`src/rtl/cq_pkg.sv`:
```
package cq_pkg;

    typedef enum logic [2:0] {
        QS_IDLE    = 3'd0,
        QS_ACTIVE  = 3'd1,
        QS_PAUSED  = 3'd2,
        QS_PENDING = 3'd3,
        QS_DONE    = 3'd4
    } qstat_e;

    typedef enum logic {
        SRC_HI = 1'b0,
        SRC_LO = 1'b1
    } qsrc_e;

    typedef struct packed {
        logic stop;   // end of queue
        logic hold;   // end of subqueue
    } ccw_flags_t;

    function automatic logic is_running(qstat_e s);
        return (s == QS_ACTIVE) || (s == QS_PENDING);
    endfunction

    function automatic logic takes_trigger(qstat_e s, logic cont);
        return (s == QS_IDLE) || (s == QS_PAUSED) || ((s == QS_DONE) && cont);
    endfunction

endpackage

```
`src/rtl/cq_trig_detect.sv`:
```
module cq_trig_detect (
    input  logic clk,
    input  logic rst,
    input  logic trig_in,
    input  logic edge_mode,
    output logic evt
);
    logic prev_q;

    always_ff @(posedge clk) begin
        if (rst) prev_q <= 1'b0;
        else     prev_q <= trig_in;
    end

    always_comb evt = edge_mode ? (trig_in & ~prev_q) : trig_in;
endmodule

```
`src/rtl/cq_queue_ctrl.sv`:
```
module cq_queue_ctrl
    import cq_pkg::*;
#(
    parameter int DEPTH = 16,
    localparam int PW = $clog2(DEPTH)
) (
    input  logic          clk,
    input  logic          rst,
    input  logic          evt,
    input  logic          arm,
    input  logic          cont,
    input  logic [PW-1:0] start,
    input  logic          resume_sub,
    input  ccw_flags_t    flags,
    input  logic          go_pending,
    input  logic          issue,
    input  logic          done,
    input  logic          preempt,
    output qstat_e        state,
    output logic [PW-1:0] ptr,
    output logic          accept,
    output logic          overrun
);
    localparam logic [PW-1:0] LAST = PW'(DEPTH - 1);

    logic [PW-1:0] sub_q;
    logic          hit;
    logic          arm_ok;
    logic          ends_queue;

    always_comb begin
        accept     = evt && takes_trigger(state, cont);
        hit        = evt && is_running(state);
        arm_ok     = arm && !is_running(state);
        ends_queue = flags.stop || (ptr == LAST);
    end

    always_ff @(posedge clk) begin
        if (rst) begin
            state   <= QS_IDLE;
            ptr     <= start;
            sub_q   <= start;
            overrun <= 1'b0;
        end else begin
            if (hit)         overrun <= 1'b1;
            else if (arm_ok) overrun <= 1'b0;

            if (preempt) begin
                state <= QS_PENDING;
                ptr   <= resume_sub ? sub_q : start;
            end else if (done) begin
                if (ends_queue) begin
                    state <= QS_DONE;
                    ptr   <= start;
                    sub_q <= start;
                end else if (flags.hold) begin
                    state <= QS_PAUSED;
                    ptr   <= ptr + PW'(1);
                    sub_q <= ptr + PW'(1);
                end else begin
                    ptr   <= ptr + PW'(1);
                end
            end else if (issue) begin
                state <= QS_ACTIVE;
            end else if (accept) begin
                state <= go_pending ? QS_PENDING : QS_ACTIVE;
            end else if (arm_ok) begin
                state <= QS_IDLE;
                ptr   <= start;
                sub_q <= start;
            end
        end
    end
endmodule

```
`src/rtl/cq_dispatch.sv`:
```
module cq_dispatch
    import cq_pkg::*;
#(
    parameter int CHAN_W = 4
) (
    input  logic              clk,
    input  logic              rst,
    input  qstat_e            st_hi,
    input  qstat_e            st_lo,
    input  logic [CHAN_W-1:0] chan_hi,
    input  logic [CHAN_W-1:0] chan_lo,
    input  logic              conv_done,
    output logic              busy,
    output qsrc_e             owner,
    output logic [CHAN_W-1:0] chan,
    output logic              iss_hi,
    output logic              iss_lo
);
    always_comb begin
        iss_hi = !busy && is_running(st_hi);
        iss_lo = !busy && !is_running(st_hi) && is_running(st_lo);
    end

    always_ff @(posedge clk) begin
        if (rst) begin
            busy  <= 1'b0;
            owner <= SRC_HI;
            chan  <= '0;
        end else if (busy) begin
            if (conv_done) busy <= 1'b0;
        end else if (iss_hi) begin
            busy  <= 1'b1;
            owner <= SRC_HI;
            chan  <= chan_hi;
        end else if (iss_lo) begin
            busy  <= 1'b1;
            owner <= SRC_LO;
            chan  <= chan_lo;
        end
    end
endmodule

```
`src/rtl/cq_sequencer.sv`:
```
module cq_sequencer
    import cq_pkg::*;
#(
    parameter int DEPTH  = 16,
    parameter int CHAN_W = 4,
    localparam int PW    = $clog2(DEPTH),
    localparam int CCW_W = CHAN_W + 2
) (
    input  logic                   clk,
    input  logic                   rst,
    input  logic [DEPTH*CCW_W-1:0] cmd_table,
    input  logic [PW-1:0]          q1_start,
    input  logic [PW-1:0]          q2_start,
    input  logic                   q1_cont,
    input  logic                   q2_cont,
    input  logic                   q1_edge,
    input  logic                   q2_edge,
    input  logic                   q2_resume_sub,
    input  logic                   q1_trig,
    input  logic                   q2_trig,
    input  logic                   q1_arm,
    input  logic                   q2_arm,
    input  logic                   conv_done,
    output logic                   conv_req,
    output logic [CHAN_W-1:0]      conv_chan,
    output logic                   conv_src,
    output logic [2:0]             q1_status,
    output logic [2:0]             q2_status,
    output logic                   q1_overrun,
    output logic                   q2_overrun
);
    // index 0 = high-priority queue, index 1 = low-priority queue
    logic [1:0]       trig_v, edge_v, cont_v, arm_v, resume_v;
    logic [PW-1:0]    start_v [2];
    logic [1:0]       evt, acc, ovr, go_pend, issue_v, done_v, preempt_v;
    qstat_e           st  [2];
    logic [PW-1:0]    ptr [2];
    logic [CCW_W-1:0] ent [2];
    ccw_flags_t       flg [2];

    logic  busy, iss_hi, iss_lo, owner_lo;
    qsrc_e owner;

    always_comb begin
        trig_v     = {q2_trig, q1_trig};
        edge_v     = {q2_edge, q1_edge};
        cont_v     = {q2_cont, q1_cont};
        arm_v      = {q2_arm, q1_arm};
        resume_v   = {q2_resume_sub, 1'b0};
        start_v[0] = q1_start;
        start_v[1] = q2_start;
    end

    for (genvar g = 0; g < 2; g++) begin : g_q
        always_comb begin
            ent[g] = cmd_table[ptr[g]*CCW_W +: CCW_W];
            flg[g] = ent[g][1:0];
        end

        cq_trig_detect u_trig (
            .clk       (clk),
            .rst       (rst),
            .trig_in   (trig_v[g]),
            .edge_mode (edge_v[g]),
            .evt       (evt[g])
        );

        cq_queue_ctrl #(.DEPTH(DEPTH)) u_ctrl (
            .clk        (clk),
            .rst        (rst),
            .evt        (evt[g]),
            .arm        (arm_v[g]),
            .cont       (cont_v[g]),
            .start      (start_v[g]),
            .resume_sub (resume_v[g]),
            .flags      (flg[g]),
            .go_pending (go_pend[g]),
            .issue      (issue_v[g]),
            .done       (done_v[g]),
            .preempt    (preempt_v[g]),
            .state      (st[g]),
            .ptr        (ptr[g]),
            .accept     (acc[g]),
            .overrun    (ovr[g])
        );
    end

    cq_dispatch #(.CHAN_W(CHAN_W)) u_disp (
        .clk       (clk),
        .rst       (rst),
        .st_hi     (st[0]),
        .st_lo     (st[1]),
        .chan_hi   (ent[0][CCW_W-1:2]),
        .chan_lo   (ent[1][CCW_W-1:2]),
        .conv_done (conv_done),
        .busy      (busy),
        .owner     (owner),
        .chan      (conv_chan),
        .iss_hi    (iss_hi),
        .iss_lo    (iss_lo)
    );

    always_comb begin
        owner_lo   = busy && (owner == SRC_LO);
        issue_v    = {iss_lo, iss_hi};
        // high queue waits while the low queue owns or is taking the converter
        go_pend[0] = owner_lo || iss_lo;
        go_pend[1] = is_running(st[0]) || acc[0];
        preempt_v[0] = 1'b0;
        preempt_v[1] = (owner_lo && conv_done && ((st[0] == QS_PENDING) || acc[0]))
                     || (iss_hi && (st[1] == QS_ACTIVE));
        done_v[0]  = busy && (owner == SRC_HI) && conv_done;
        done_v[1]  = owner_lo && conv_done && !preempt_v[1];
    end

    assign conv_req   = busy;
    assign conv_src   = (owner == SRC_LO);
    assign q1_status  = st[0];
    assign q2_status  = st[1];
    assign q1_overrun = ovr[0];
    assign q2_overrun = ovr[1];
endmodule

```
`config.mk`:
```
export PLATFORM = sky130hd
export DESIGN_NAME = cq_sequencer
export DESIGN_NICKNAME = d
export VERILOG_FILES = /design/src/rtl/cq_pkg.sv /design/src/rtl/cq_trig_detect.sv /design/src/rtl/cq_queue_ctrl.sv /design/src/rtl/cq_dispatch.sv /design/src/rtl/cq_sequencer.sv
export SDC_FILE = /design/constraint.sdc
export NUM_CORES = 1
export LEC_CHECK = 0
export BUFFER_PORTS_ARGS = -buffer_cell sky130_fd_sc_hd__buf_2
export CAP_MARGIN = 10
export CORE_UTILIZATION = 37
export DETAILED_ROUTE_END_ITERATION = 10
export RECOVER_POWER = 25
export SLEW_MARGIN = 15
export SYNTH_ARGS = -nofsm -noshare
export SYNTH_HDL_FRONTEND = slang
export SYNTH_SLANG_ARGS = --single-unit
```
`constraint.sdc`:
```
create_clock -name clk -period 6.6 [get_ports clk]
set_clock_uncertainty 0.05 [all_clocks]
set_input_delay 0 -clock clk [delete_from_list [all_inputs] [get_ports clk]]
set_output_delay 0 -clock clk [all_outputs]
set_load 0.005 [all_outputs]
```
==> impl_metrics.ini <==
[run_status]
status = finished clean

[yosys]
synthCells = 295
yosysSeqAreaShare_pct = 21.44
synth_nets = 413
synth_top_area_share_pct = 24.83
ys_warn_count = 0
synth.largest_area_cell = mux4_2
async_reset_ff_share_pct = 0
synthTopCellsByArea = mux4_2 25%, edfxtp_1 11%, dfxtp_1 10%, mux2i_1 6.9%, mux4_1 4.1%
syn-mean-instance-area_um2 = 10.76
synth_edf_count = 12
synthDistinctLibCells = 68
synth_most_common_cell = mux4_2
syn-cell-area_um2 = 3174
ys.flop_type = dfxtp_1
ys_top_cells_by_count = 35 x mux4_2, 24 x nand2_1, 22 x mux2i_1
synth_seq_cells = 28

[drt]
drc = 0
viasPerCell = 6.019
drt_wl_total_mm = 9.608
ant_nets = 0
drt-initial-drc-count = 207
wl_per_cell_um = 18.48
drt-pass1-iter-count = 5
vias = 3130

[cells_and_area]
drive_gt1_share_pct = 43.61
nFillCells = 804
syn_to_final_growth_pct = 24.99
final_nets = 534
n_antenna_cell = 0

[timing]
drv_slew = 0
fin_crit_ps = 2981
maxSlewHeadroom_pct = 33.92
timing.fmax_ghz = 0.3354
hold_viol = 0
fin_tns_setup_ps = 0
hold_ws_ps = 9.886
period_share_pct = 45.17
rsz0062_at_grt = false
setup_viol = 0
worst_pin_slew_ps = 991.2

[clock_tree]
ctsResizeCount = 0
cts_made_buffers = 3
clock_latency_ps = 280
cts-root-buf = clkbuf_8
cts.path.max_buffers = 2
postCtsSetupBuffers = 0
cts_tree = done
cts_max_level = 1
cts_sinks = 28
path_clk_slew_ps = 100

[worst_setup_path]
crit_cells = 6
startpoint = g_q[1].u_ctrl.ptr[0]$_DFFE_PP_
critPathKind = reg -> reg
cp_slowest_cell = mux4_1
crit_chain = buf_4 > mux4_1 > mux4_2 > nor4_4 > nor3_2 > or2_1
worstPathMaxFanout = 39
cp-start-kind = flop
cp.required_ps = 6580
r2r_end = g_q[1].u_ctrl.sub_q[3]$_DFFE_PP_
end_kind = flop
critPathArrivalTime_ps = 2960
reg2reg_slack_ps = 3620
cp_top_family = multiplexers
critical_path_buf_inv_count = 1
reg2reg_from = g_q[1].u_ctrl.ptr[0]$_DFFE_PP_
crit_path_end = g_q[1].u_ctrl.sub_q[3]$_DFFE_PP_
cpPeakStageDelay_ps = 620
r2r_cells = 6

[place]
portBuffers = 129
place_congestion = 0.8940
dpl.hpwl_mm = 7.555

[global_routing]
antenna_found_initial = 0
grt_remaining_overflow = 0
grt_first_pass_wirelength_mm = 15.16
grt_pass1_vias = 3075
grtUsageTotal_pct = 21.70
grt_max_degree = 40

[worst_hold_path]
min_path_type = in -> reg
min_from = q2_start[0]

[floorplanning]
dieHeight_um = 94.63
ioPinCount = 130
row_count = 33
start_util_pct = 38.44
dieArea_um2 = 8954
die_x_um = 94.63
core_um2 = 8258

[pwr]
peakVddDrop_v = 0.0001069
p_per_area_nw_per_um2 = 173.8
switchingPower_mw = 0.2585
p_int_mw = 0.4309
p_sw_share_pct = 37.50
leakagePower_nw = 1.635
share_comb_of_total_power_pct = 49.0
p_seq_share_pct = 36.8
clkPwrFrac_pct = 14.3

[flow_run]
cap_violations = 0
## cells in the final DEF, fill, tap and decap left out, types with 4 or more instances in the layout
master and instances:
nand2_1 24, clkbuf_1 10, edfxtp_1 12, dfxtp_1 16, o21ai_0 6, o22ai_1 6
nor2_1 14, nand2b_1 7, buf_2 120, mux2_1 4, o221ai_1 8, mux4_2 35
a22oi_1 6, mux2_2 5, mux2i_1 22, inv_1 5, a211oi_1 8, a21oi_1 16
mux4_1 5, dlygate4sd3_1 10, nor2b_1 8
## area by class of cell
type / count / area [µm²] / share of cell area, %
Timing Repair Buffer: 141 / 749.5 / 18.89
Clock buffer: 4 / 45.04 / 1.135
Multi-Input combinational cell: 237 / 2342 / 59.04
Tap cell: 105 / 131.4 / 3.311
Inverter: 5 / 18.77 / 0.4730
Sequential cell: 28 / 680.7 / 17.16
## flip-flops by register name, summed over array words and instances (netlist names)
register and cells:
u_disp.chan 4, g_q.u_trig.prev_q 2, g_q.u_ctrl.overrun 2, g_q.u_ctrl.ptr 8, u_disp.owner 1, g_q.u_ctrl.sub_q 4, g_q.u_ctrl.state 6, u_disp.busy 1
## worst min path at each step
stage                                      endpoint  slack [ps]  cells past startpoint
finish               g_q[1].u_ctrl.ptr[0]$_DFFE_PP_          10                      2
global route         g_q[1].u_ctrl.ptr[0]$_DFFE_PP_          10                      2
CTS                  g_q[1].u_ctrl.ptr[0]$_DFFE_PP_           7                      2
detailed placement  g_q[1].u_trig.prev_q$_SDFF_PP0_         190                      2
global placement    g_q[0].u_trig.prev_q$_SDFF_PP0_         170                      2
floorplan           g_q[0].u_trig.prev_q$_SDFF_PP0_          80                      1
## worst register-to-register path, delay by kind of cell (launching register included)
kind                   cells  cell delay (ps)
buffers and inverters      1              500
DFF                        1              380
muxes                      2             1180
and+or+nand+nor            3              630
## per-stage QoR
| stage | setup slack [ps] | power [mW] | cells | instance area [µm²] | utilization, % |
|---|---|---|---|---|---|
| 2_1_floorplan | 4182 | 0.4878 | 295 | 3174 | - |
| 3_3_place_gp | 3690 | 0.5881 | 506 | 3834 | 46.42 |
| 3_5_place_dp | 3613 | 0.5914 | 506 | 3834 | 46.42 |
| 4_1_cts | 3610 | 0.6959 | 520 | 3979 | 48.18 |
| 5_1_grt | 3429 | 0.7357 | 520 | 3968 | 48.05 |
| 6_report | 3619 | 0.6894 | 520 | 3968 | 48.05 |
## power groups by stage
stage | combinational (mW) | clock, mW | sequential (mW)
floorplan | 0.261 | 0 | 0.227
global placement | 0.332 | 0 | 0.256
detailed placement | 0.334 | 0 | 0.257
CTS | 0.340 | 0.102 | 0.253
global route | 0.370 | 0.107 | 0.259
finish | 0.338 | 0.0985 | 0.253
## repair_timing
| action | CTS | global route |
|---|---|---|
| hold buffers | 10 | 0 |
| endpoints found under the setup margin | 0 | 0 |
| endpoints found under the hold margin | 10 | 0 |
## layer usage
layer,GRT usage [%],vias to the layer above,share of wire [%]
met5,0,-,0
met4,3.662,0,0.85
li1,-,1451,-
met2,36.87,164,48
met3,4.187,6,9.8
met1,29.01,1509,42
## logic make-up after synthesis
logic type	synth area share (%)
muxes	39.10
AOI/OAI and AO/OA	18.72
xor gates and xnor gates	0.8279
DFF	21.44
and+or+nand+nor	14.35
adders and majority gates	0.7882
buffers and inverters	4.770
Power figures use the tool's default switching activity.
